$ cat src/rtl/extbus_pkg.sv
package extbus_pkg;

  typedef enum logic [2:0] {
    PH_IDLE = 3'd0,
    PH_LANE = 3'd1,
    PH_ASET = 3'd2,
    PH_AHLD = 3'd3,
    PH_DSET = 3'd4,
    PH_DHLD = 3'd5,
    PH_TURN = 3'd6
  } phase_e;

  // strobes from control to datapath
  typedef struct packed {
    logic latchReq;
    logic capture;
    logic laneAct;
    logic selAct;
    logic rdAct;
    logic wrAct;
    logic drvAddr;
    logic drvData;
  } strobe_t;

  localparam logic [1:0] KIND_SRAM = 2'd0;

  // index into a timing set
  localparam int T_ASET = 0;
  localparam int T_AHLD = 1;
  localparam int T_DSET = 2;
  localparam int T_DHLD = 3;
  localparam int T_TURN = 4;
  localparam int T_NUM  = 5;

endpackage

$ cat src/rtl/extbus_ctrl.sv
module extbus_ctrl
  import extbus_pkg::*;
#(
  parameter int CNT_W = 4
) (
  input  logic             clk,
  input  logic             rstN,
  input  logic             reqValid,
  input  logic             reqWrite,
  input  logic [1:0]       cfgMemKind,
  input  logic             cfgMuxEn,
  input  logic             cfgSplitWr,
  input  logic             cfgAsyncWaitEn,
  input  logic             cfgWaitHigh,
  input  logic             memWait,
  input  logic [CNT_W-1:0] cfgLaneSetup,
  input  logic [CNT_W-1:0] rdSet [T_NUM],
  input  logic [CNT_W-1:0] wrSet [T_NUM],
  output logic             reqReady,
  output strobe_t          stb
);

  phase_e           phase, phaseNx;
  logic [CNT_W-1:0] cnt, cntNx;
  logic             wrQ;
  logic             useWr;
  logic             waitActive;
  logic             muxActive;
  logic             lastCyc;
  logic             latchReq, capture;
  logic [CNT_W-1:0] actSet [T_NUM];

  assign useWr      = wrQ && cfgSplitWr;
  assign waitActive = cfgAsyncWaitEn && (memWait == cfgWaitHigh);
  assign muxActive  = cfgMuxEn && (cfgMemKind != KIND_SRAM);
  assign lastCyc    = (cnt == '0);

  for (genvar i = 0; i < T_NUM; i++) begin : g_sel
    assign actSet[i] = useWr ? wrSet[i] : rdSet[i];
  end

  always_comb begin
    phaseNx  = phase;
    cntNx    = lastCyc ? cnt : cnt - CNT_W'(1);
    latchReq = 1'b0;
    capture  = 1'b0;
    unique case (phase)
      PH_IDLE: begin
        cntNx = cnt;
        if (reqValid) begin
          phaseNx  = PH_LANE;
          cntNx    = cfgLaneSetup;
          latchReq = 1'b1;
        end
      end
      PH_LANE: if (lastCyc) begin
        phaseNx = PH_ASET;
        cntNx   = actSet[T_ASET];
      end
      PH_ASET: if (lastCyc) begin
        if (muxActive) begin
          phaseNx = PH_AHLD;
          cntNx   = actSet[T_AHLD];
        end else begin
          phaseNx = PH_DSET;
          cntNx   = actSet[T_DSET];
        end
      end
      PH_AHLD: if (lastCyc) begin
        phaseNx = PH_DSET;
        cntNx   = actSet[T_DSET];
      end
      PH_DSET: begin
        if (waitActive) begin
          cntNx = cnt;
        end else if (lastCyc) begin
          phaseNx = PH_DHLD;
          cntNx   = actSet[T_DHLD];
          capture = !wrQ;
        end
      end
      PH_DHLD: if (lastCyc) begin
        phaseNx = PH_TURN;
        cntNx   = actSet[T_TURN];
      end
      PH_TURN: if (lastCyc) begin
        phaseNx = PH_IDLE;
      end
      default: phaseNx = PH_IDLE;
    endcase
  end

  always_ff @(posedge clk or negedge rstN) begin
    if (!rstN) begin
      phase <= PH_IDLE;
      cnt   <= '0;
      wrQ   <= 1'b0;
    end else begin
      phase <= phaseNx;
      cnt   <= cntNx;
      if (latchReq) wrQ <= reqWrite;
    end
  end

  assign reqReady     = (phase == PH_IDLE);
  assign stb.latchReq = latchReq;
  assign stb.capture  = capture;
  assign stb.laneAct  = (phase == PH_LANE) || (phase == PH_ASET) || (phase == PH_AHLD) ||
                        (phase == PH_DSET) || (phase == PH_DHLD);
  assign stb.selAct   = (phase == PH_ASET) || (phase == PH_AHLD) ||
                        (phase == PH_DSET) || (phase == PH_DHLD);
  assign stb.rdAct    = (phase == PH_DSET) && !wrQ;
  assign stb.wrAct    = (phase == PH_DSET) && wrQ;
  assign stb.drvAddr  = muxActive && ((phase == PH_ASET) || (phase == PH_AHLD));
  assign stb.drvData  = wrQ && ((phase == PH_DSET) || (phase == PH_DHLD));

  AST_WAIT_STRETCH: assert property (@(posedge clk) disable iff (!rstN)
    (phase == PH_DSET && waitActive) |=> (phase == PH_DSET));

  AST_SRAM_NO_ADDR_HOLD: assert property (@(posedge clk) disable iff (!rstN)
    (phase == PH_AHLD) |-> (cfgMemKind != KIND_SRAM));

  AST_READY_AFTER_TURN: assert property (@(posedge clk) disable iff (!rstN)
    $rose(reqReady) |-> ($past(phase) == PH_TURN));

  AST_HOLD_FOLLOWS_SETUP: assert property (@(posedge clk) disable iff (!rstN)
    (phase == PH_DHLD && $past(phase) != PH_DHLD) |-> ($past(phase) == PH_DSET));

endmodule

$ cat src/rtl/extbus_datapath.sv
module extbus_datapath
  import extbus_pkg::*;
#(
  parameter int ADDR_W = 20,
  parameter int DATA_W = 16
) (
  input  logic              clk,
  input  logic              rstN,
  input  strobe_t           stb,
  input  logic              cfgWide,
  input  logic [ADDR_W-1:0] reqAddr,
  input  logic [DATA_W-1:0] reqWdata,
  input  logic [DATA_W/8-1:0] reqBe,
  input  logic [DATA_W-1:0] memDataIn,
  output logic              rdValid,
  output logic [DATA_W-1:0] rdData,
  output logic              memCsN,
  output logic              memOeN,
  output logic              memWeN,
  output logic [DATA_W/8-1:0] memBlN,
  output logic [ADDR_W-1:0] memAddr,
  output logic [DATA_W-1:0] memDataOut,
  output logic              memDataOe
);

  localparam int LANES  = DATA_W / 8;
  localparam int HALF   = DATA_W / 2;
  localparam int HALF_L = LANES / 2;

  logic [ADDR_W-1:0] addrQ;
  logic [DATA_W-1:0] wdataQ;
  logic [LANES-1:0]  beQ;
  logic [DATA_W-1:0] rdataQ;
  logic              rdValidQ;
  logic [LANES-1:0]  laneMask;
  logic [DATA_W-1:0] wrBus;
  logic [DATA_W-1:0] rdBus;

  always_ff @(posedge clk or negedge rstN) begin
    if (!rstN) begin
      addrQ    <= '0;
      wdataQ   <= '0;
      beQ      <= '0;
      rdataQ   <= '0;
      rdValidQ <= 1'b0;
    end else begin
      if (stb.latchReq) begin
        addrQ  <= reqAddr;
        wdataQ <= reqWdata;
        beQ    <= reqBe;
      end
      if (stb.capture) rdataQ <= rdBus;
      rdValidQ <= stb.capture;
    end
  end

  always_comb begin
    if (cfgWide) begin
      laneMask = beQ;
      wrBus    = wdataQ;
      rdBus    = memDataIn;
    end else begin
      laneMask = {{(LANES-HALF_L){1'b0}}, beQ[HALF_L-1:0]};
      wrBus    = {{HALF{1'b0}}, wdataQ[HALF-1:0]};
      rdBus    = {{HALF{1'b0}}, memDataIn[HALF-1:0]};
    end
  end

  assign memBlN     = stb.laneAct ? ~laneMask : '1;
  assign memCsN     = !stb.selAct;
  assign memOeN     = !stb.rdAct;
  assign memWeN     = !stb.wrAct;
  assign memAddr    = addrQ;
  assign memDataOut = stb.drvAddr ? addrQ[DATA_W-1:0] : wrBus;
  assign memDataOe  = stb.drvAddr || stb.drvData;
  assign rdValid    = rdValidQ;
  assign rdData     = rdataQ;

  AST_LANES_LEAD_SELECT: assert property (@(posedge clk) disable iff (!rstN)
    $fell(memCsN) |-> $past(stb.laneAct));

  AST_STROBE_EXCL: assert property (@(posedge clk) disable iff (!rstN)
    !(!memOeN && !memWeN));

  AST_NO_CONTENTION: assert property (@(posedge clk) disable iff (!rstN)
    !memOeN |-> !memDataOe);

  AST_RDVALID_PULSE: assert property (@(posedge clk) disable iff (!rstN)
    rdValid |=> !rdValid);

endmodule

$ cat src/rtl/extbus_async_seq.sv
module extbus_async_seq
  import extbus_pkg::*;
#(
  parameter int ADDR_W = 20,
  parameter int DATA_W = 16,
  parameter int CNT_W  = 4
) (
  input  logic                clk,
  input  logic                rstN,
  input  logic                reqValid,
  output logic                reqReady,
  input  logic                reqWrite,
  input  logic [ADDR_W-1:0]   reqAddr,
  input  logic [DATA_W-1:0]   reqWdata,
  input  logic [DATA_W/8-1:0] reqBe,
  output logic                rdValid,
  output logic [DATA_W-1:0]   rdData,
  input  logic [1:0]          cfgMemKind,
  input  logic                cfgWide,
  input  logic                cfgMuxEn,
  input  logic                cfgSplitWr,
  input  logic                cfgAsyncWaitEn,
  input  logic                cfgWaitHigh,
  input  logic [CNT_W-1:0]    cfgLaneSetup,
  input  logic [CNT_W-1:0]    cfgRdAddrSetup,
  input  logic [CNT_W-1:0]    cfgRdAddrHold,
  input  logic [CNT_W-1:0]    cfgRdDataSetup,
  input  logic [CNT_W-1:0]    cfgRdDataHold,
  input  logic [CNT_W-1:0]    cfgRdTurn,
  input  logic [CNT_W-1:0]    cfgWrAddrSetup,
  input  logic [CNT_W-1:0]    cfgWrAddrHold,
  input  logic [CNT_W-1:0]    cfgWrDataSetup,
  input  logic [CNT_W-1:0]    cfgWrDataHold,
  input  logic [CNT_W-1:0]    cfgWrTurn,
  output logic                memCsN,
  output logic                memOeN,
  output logic                memWeN,
  output logic [DATA_W/8-1:0] memBlN,
  output logic [ADDR_W-1:0]   memAddr,
  output logic [DATA_W-1:0]   memDataOut,
  output logic                memDataOe,
  input  logic [DATA_W-1:0]   memDataIn,
  input  logic                memWait
);

  strobe_t          stb;
  logic [CNT_W-1:0] rdSet [T_NUM];
  logic [CNT_W-1:0] wrSet [T_NUM];

  assign rdSet[T_ASET] = cfgRdAddrSetup;
  assign rdSet[T_AHLD] = cfgRdAddrHold;
  assign rdSet[T_DSET] = cfgRdDataSetup;
  assign rdSet[T_DHLD] = cfgRdDataHold;
  assign rdSet[T_TURN] = cfgRdTurn;
  assign wrSet[T_ASET] = cfgWrAddrSetup;
  assign wrSet[T_AHLD] = cfgWrAddrHold;
  assign wrSet[T_DSET] = cfgWrDataSetup;
  assign wrSet[T_DHLD] = cfgWrDataHold;
  assign wrSet[T_TURN] = cfgWrTurn;

  extbus_ctrl #(.CNT_W(CNT_W)) ctrl_i (
    .clk(clk), .rstN(rstN), .reqValid(reqValid), .reqWrite(reqWrite),
    .cfgMemKind(cfgMemKind), .cfgMuxEn(cfgMuxEn), .cfgSplitWr(cfgSplitWr),
    .cfgAsyncWaitEn(cfgAsyncWaitEn), .cfgWaitHigh(cfgWaitHigh), .memWait(memWait),
    .cfgLaneSetup(cfgLaneSetup), .rdSet(rdSet), .wrSet(wrSet),
    .reqReady(reqReady), .stb(stb)
  );

  extbus_datapath #(.ADDR_W(ADDR_W), .DATA_W(DATA_W)) dp_i (
    .clk(clk), .rstN(rstN), .stb(stb), .cfgWide(cfgWide),
    .reqAddr(reqAddr), .reqWdata(reqWdata), .reqBe(reqBe), .memDataIn(memDataIn),
    .rdValid(rdValid), .rdData(rdData), .memCsN(memCsN), .memOeN(memOeN),
    .memWeN(memWeN), .memBlN(memBlN), .memAddr(memAddr),
    .memDataOut(memDataOut), .memDataOe(memDataOe)
  );

endmodule

$ cat config.mk
export PLATFORM = sky130hd
export DESIGN_NAME = extbus_async_seq
export DESIGN_NICKNAME = d
export VERILOG_FILES = /design/src/rtl/extbus_pkg.sv /design/src/rtl/extbus_ctrl.sv /design/src/rtl/extbus_datapath.sv /design/src/rtl/extbus_async_seq.sv
export SDC_FILE = /design/constraint.sdc
export NUM_CORES = 1
export LEC_CHECK = 0
export ABC_CLOCK_PERIOD_IN_PS = 2110
export BUFFER_PORTS_ARGS = -buffer_cell sky130_fd_sc_hd__buf_2
export CAP_MARGIN = 20
export CORE_MARGIN = 2
export CORE_UTILIZATION = 35
export CTS_BUF_LIST = sky130_fd_sc_hd__clkbuf_16
export CTS_CLUSTER_SIZE = 40
export DETAILED_ROUTE_END_ITERATION = 8
export MAX_ROUTING_LAYER = met4
export PLACE_DENSITY = 0.66
export REMOVE_ABC_BUFFERS = 1
export SLEW_MARGIN = 20
export SYNTH_ARGS = -nofsm -noshare
export SYNTH_HDL_FRONTEND = slang
export SYNTH_SLANG_ARGS = --single-unit
$ cat constraint.sdc
create_clock -name clk -period 2.11 [get_ports clk]
set_input_delay 0.3165 -clock clk [delete_from_list [all_inputs] [get_ports clk]]
set_output_delay 0.3165 -clock clk [all_outputs]
set_load 0.05 [all_outputs]
; Yosys cells after proc, flatten, opt, wreduce, memory -nomap -nowiden
; Cells that the tools add are included.
[op_classes]
n_addsub = 1
n_eq_ne = 15
n_mux = 35
n_bitwise = 1
reduce_logical = 25
[op_table]
columns = cell, n
row1 = 2-to-1 mux 4 bit, 14
row2 = 2-to-1 mux 16 bit, 3
row3 = 2-to-1 mux 3 bit, 9
row4 = case mux 4 bit (6 select lines), 1
row5 = case mux 3 bit (7 select lines), 1
row6 = inequality test 2 x 1 -> 1 bit (second input constant), 6
row7 = equality test 3 bit (second input constant), 3
row8 = logical OR 1 bit, 9
row9 = AND reduction 8 bit, 1
row10 = logical AND 1 bit, 7
row11 = equality test 3 x 2 -> 1 bit (second input constant), 2
row12 = 2-to-1 mux 1 bit, 5
row13 = logical NOT 1 bit, 4
row14 = logical NOT 4 bit, 1
row15 = 2-to-1 mux 2 bit, 2
row16 = inequality test 2 bit (second input constant), 2
row17 = subtractor 4 x 1 -> 4 bit (second input constant), 1
row18 = equality test 3 x 1 -> 1 bit (second input constant), 1
row19 = logical NOT 3 bit, 1
row20 = NOT 2 bit, 1
row21 = AND reduction 2 bit, 1
row22 = nonzero test 2 bit, 1
row23 = equality test 1 bit, 1
[word_totals]
ff_bits = 63
input_bits = 110
output_inout_bits = 60
elab_cells = 85

; Logic depth before layout (Yosys ltp)
[depth]
depth_word = 6
ltp_mapped = 10
mapped_depth_nobuf = 7

; Hierarchy
; A second synthesis with hierarchy kept.
[unflattened]
hier_cells = 297
area_unflattened_um2 = 3498.4
[modules_own_cells]
columns = mod, instances, cells_each, area_per_inst_um2, seq_area_each_um2
row1 = extbus_datapath, 1, 161, 2371.0, 1376.3
row2 = extbus_ctrl, 1, 136, 1127.3, 200.2

; Worst setup path before layout
; No wires, ideal clock.
[synth_timing]
kind = register to output
startpoint = register ctrl_i.phase[2]
endpoint = output port memDataOut[14]
arrival_time_ps = 2119
t_required_ps = 1794
slack_ps = -326
stages_incl_launch_ff = 10
n_path_buf = 3
path_cell_list = dfrtp_1 > clkbuf_1 > inv_1 > ha_1 > inv_1 > or2_2 > clkbuf_1 > clkbuf_1 > nand3_1 > nand2_1
[synth_between]
elab_chain_len = 4
[synth_lines]
columns = item, line
row1 = "start, declared", extbus_ctrl.sv:23  ; phase_e phase, phaseNx;
row2 = "start signal, assigned", extbus_ctrl.sv:99  ; phase <= phaseNx;
row3 = equality test 3 x 2 -> 1 bit, extbus_ctrl.sv:114  ; assign stb.drvAddr = muxActive && ((phase == PH_ASET) || (phase == PH_AHLD));
row4 = logical OR 1 bit (*), extbus_ctrl.sv:114
row5 = logical AND 1 bit (*), extbus_ctrl.sv:114
row6 = 2-to-1 mux 16 bit (*), extbus_datapath.sv:74  ; assign memDataOut = stb.drvAddr ? addrQ[DATA_W-1:0] : wrBus;
row7 = "end, declared", extbus_async_seq.sv:40  ; output logic [DATA_W-1:0] memDataOut,
; Mark *: on every way between the ends. The rest lies on a longest branch, timed or not.

; Worst setup path after layout
[layout_timing]
startpoint = input port cfgMemKind[1]
endpoint = output port memDataOut[13]
[layout_between]
elab_chain_len = 4
[layout_lines]
columns = item, line
row1 = "start, declared", extbus_async_seq.sv:18  ; input logic [1:0] cfgMemKind,
row2 = nonzero test 2 bit, extbus_ctrl.sv:35  ; assign muxActive = cfgMuxEn && (cfgMemKind != KIND_SRAM);
row3 = logical AND 1 bit, extbus_ctrl.sv:35
row4 = logical AND 1 bit, extbus_ctrl.sv:114
row5 = 2-to-1 mux 16 bit, extbus_datapath.sv:74
; Every way passes these cells.

==> flow_metrics.py <==
metrics = {
    "global_routing": {
        "antenna_found_initial": 0,
        "grt_pass1_wl_mm": 13.9,
        "grt_max_degree": 40,
        "grt_pass1_vias": 2946,
        "grt.overflow.total": 0,
        "grt_util_all_layers": 0.176,
    },
    "setup_path": {
        "crit_required_ps": 1790,
        "startpoint": "cfgMemKind[1]",
        "arrival_ps": 1730,
        "max_stage_delay_ps": 560,
        "critPathKind": "in2out",
        "cp_num_buf_inv": 4,
        "slowest_stage": "o21ai_0",
        "worst_setup_path_end_kind": "output pin",
        "cp_top_family": "buffers and inverters",
        "start_kind": "input pin",
        "cp_cell_sequence": "buf_2 -> o21ai_0 -> buf_4 -> nor2_4 -> buf_6 -> nand2_1 -> nand2_1 -> buf_6",
        "cp_max_fo": 8,
        "r2r_start": "ctrl_i.cnt[0]",
    },
    "place": {
        "place_congestion": 0.920,
        "hpwl_mm": 7.18,
        "dp_slack_ps": 26.2,
        "io_buffers": 169,
    },
    "timing": {
        "fin_worst_skew_ps": 6.59,
        "finalWorstSetupSlack_ps": 65.3,
        "period_share": 0.969,
        "worst_slew_pin_slew_ps": 699,
        "slew_headroom": 0.529,
        "hold_viol_final": 0,
        "max_freq_ghz": 0.489,
        "setup_violations": 0,
        "final.min_clock_period_ps": 2040,
        "slew_viol_final": 0,
    },
    "detailed_routing": {
        "ant_nets": 0,
        "routed_wl_mm": 9.90,
        "drt_iter0_drc": 85,
        "dr_total_vias": 3254,
        "avgRoutedWirePerCell_um": 15.1,
        "via_per_inst": 4.98,
        "drcViolationCount": 0,
        "drt_first_pass_iters": 6,
    },
    "synthesis": {
        "syn_area_per_cell_um2": 10.4,
        "synth_area_leader_cell": "dfrtp_1",
        "synth_area_leaders": "dfrtp_1 (46%), mux2_2 (15%), nand2_1 (7.8%)",
        "synth_edf_count": 0,
        "synth.most_common_cell": "nand2_1",
        "synth_area_um2": 3430,
        "synth_commonest_cells": "nand2_1 (71), dfrtp_1 (63), mux2_2 (46), o21ai_0 (16), nand3_1 (11)",
        "ys_seq_area_frac": 0.460,
        "synth.top_cell.area_share": 0.460,
        "syn_inst": 328,
        "synth_ff_type": "dfrtp_1",
        "synth-async-reset-ratio": 1.00,
        "synth.distinct_cells": 43,
        "ys_seq_elements": 63,
        "yosysWarnings": 0,
    },
    "clock_network": {
        "clk_pin_slew_worst_paths_ps": 60,
        "cts_buffer_depth": 2,
        "clock_latency_ps": 330,
        "cts_sinks": 63,
        "cts_tree": "done",
        "cts_buffers": 9,
        "h-tree-depth": 3,
        "root_buffer": "clkbuf_16",
    },
    "run": {
        "cap_violations": 0,
    },
    "min_path": {
        "hold_class": "in2reg",
        "worstHoldStart": "reqWrite",
    },
    "die": {
        "initial_core_util": 0.356,
        "rows": 36,
        "die_y_um": 103,
        "pin_count": 170,
        "core-area_um2": 9640,
        "die_x_um": 103,
        "die_area_um2": 10600,
    },
    "status": {
        "status": "finished clean",
    },
    "layout": {
        "nets": 630,
        "area_growth_pct": 45.5,
        "n_antenna_cell": 0,
        "drive_above_1_share": 0.543,
        "fill_cells": 915,
        "post-route-util": 0.517,
    },
    "pwr": {
        "power.leakage_nw": 2.48,
        "power_density_nw_per_um2": 1830,
        "peakVddDrop_uv": 708,
        "power_mw": 9.11,
    },
}
==> cells by family (layout without fill, tap and decap cells) <==
| group | count (synthesis) | after routing | share of synthesized area |
|---|---|---|---|
| buffers and inverters | 30 | 221 | 0.0464 |
| muxes | 60 | 60 | 0.218 |
| AOI/OAI and AO/OA | 58 | 58 | 0.112 |
| xor gates and xnor gates | 3 | 3 | 0.00767 |
| DFF | 63 | 63 | 0.460 |
| and+or+nand+nor | 110 | 112 | 0.141 |
| adders and majority gates | 4 | 4 | 0.0146 |
==> cell type report <==
cell class                      count  area, um^2  share of cell area
Inverter                            8        30.0             0.00602
Timing Repair Buffer              197        1170               0.236
Sequential cell                    63        1580               0.317
Tap cell                          133         166              0.0334
Clock inverter                      7        71.3              0.0143
Clock buffer                        9         225              0.0452
Multi-Input combinational cell    237        1740               0.349
==> cells in the final DEF, fill, tap and decap left out, types with 3 or more instances in the layout <==
cell       Yosys  final
a21oi_1       10     10
inv_1          8      6
mux2_4         3      3
or2_2          5      4
dfrtp_1       63     61
ha_1           4      4
buf_6          4      9
o21ai_0       16     16
nor2_1         5      4
buf_4          2     33
clkbuf_16      0      9
a21o_1         3      3
nand3_1       11     11
mux2_2        46     46
xor2_1         3      3
mux4_2         6      6
o31ai_1        4      4
nor3_1         5      5
mux2i_1        5      5
nand2_1       71     71
o211ai_1       6      6
or2_4          0      3
buf_12         0      3
a211oi_1       4      4
buf_2          7    151
==> power breakdown <==
group          internal, mW  leakage, nW  switching, mW
combinational          1.92         1.59           3.53
clock                 0.913        0.139          0.553
sequential             1.82        0.759          0.372
==> metal layers <==
metal | track usage | wire length (um)
met2 | 0.288 | 4970
met1 | 0.218 | 4180
met3 | 0.0353 | 559
met5 | - | 0
met4 | 0.0577 | 185
==> flip-flops by register name (all words and copies together), names as in the netlist <==
name          cells
ctrl_i.phase      3
dp_i.memAddr     20
ctrl_i.cnt        4
dp_i.beQ          2
dp_i.rdData      16
dp_i.wdataQ      16
ctrl_i.wrQ        1
dp_i.rdValid      1
==> worst register-to-register path, cell delays in order, from the launching register on <==
cell and delay [ps]:
dfrtp_1 370, inv_1 90, ha_1 180, or3b_4 420, or3_4 390, buf_12 170, mux2_4 300
==> path summary, 6_finish.rpt <==
path / to / slack, ps / cells after the start
min in group asynchronous: dp_i.memAddr[2] / 530 / 2
worst max-delay path: memDataOut[13] / 70 / 8
worst min-delay path: ctrl_i.wrQ / 210 / 2
max in group asynchronous: ctrl_i.phase[1] / 950 / 3
worst min register to register: dp_i.rdData[8] / 480 / 2
worst max register to register: dp_i.rdData[1] / 70 / 6
==> repair_timing <==
| item | CTS | global route |
|---|---|---|
| cloned | 0 | 3 |
| endpoints found under the setup margin | 20 | 29 |
| gates resized for setup | 16 | 31 |
| pin swaps | 0 | 2 |
| hold endpoints to repair | 20 | 0 |
| setup buffers | 0 | 1 |
| hold buffers | 1 | 0 |
==> metrics by stage <==
stage / std cells / area (um^2) / TNS [ps] / hold WS [ps]
finish: 654 / 4990 / 0 / 214
detailed placement: 633 / 4540 / 0 / 327
CTS: 650 / 4880 / 0 / 204
global placement: 633 / 4540 / 0 / 321
floorplan: 306 / 3300 / -36500 / 20.9
global route: 654 / 4990 / -551 / 208
No activity file was read; power rests on OpenSTA's default activity.
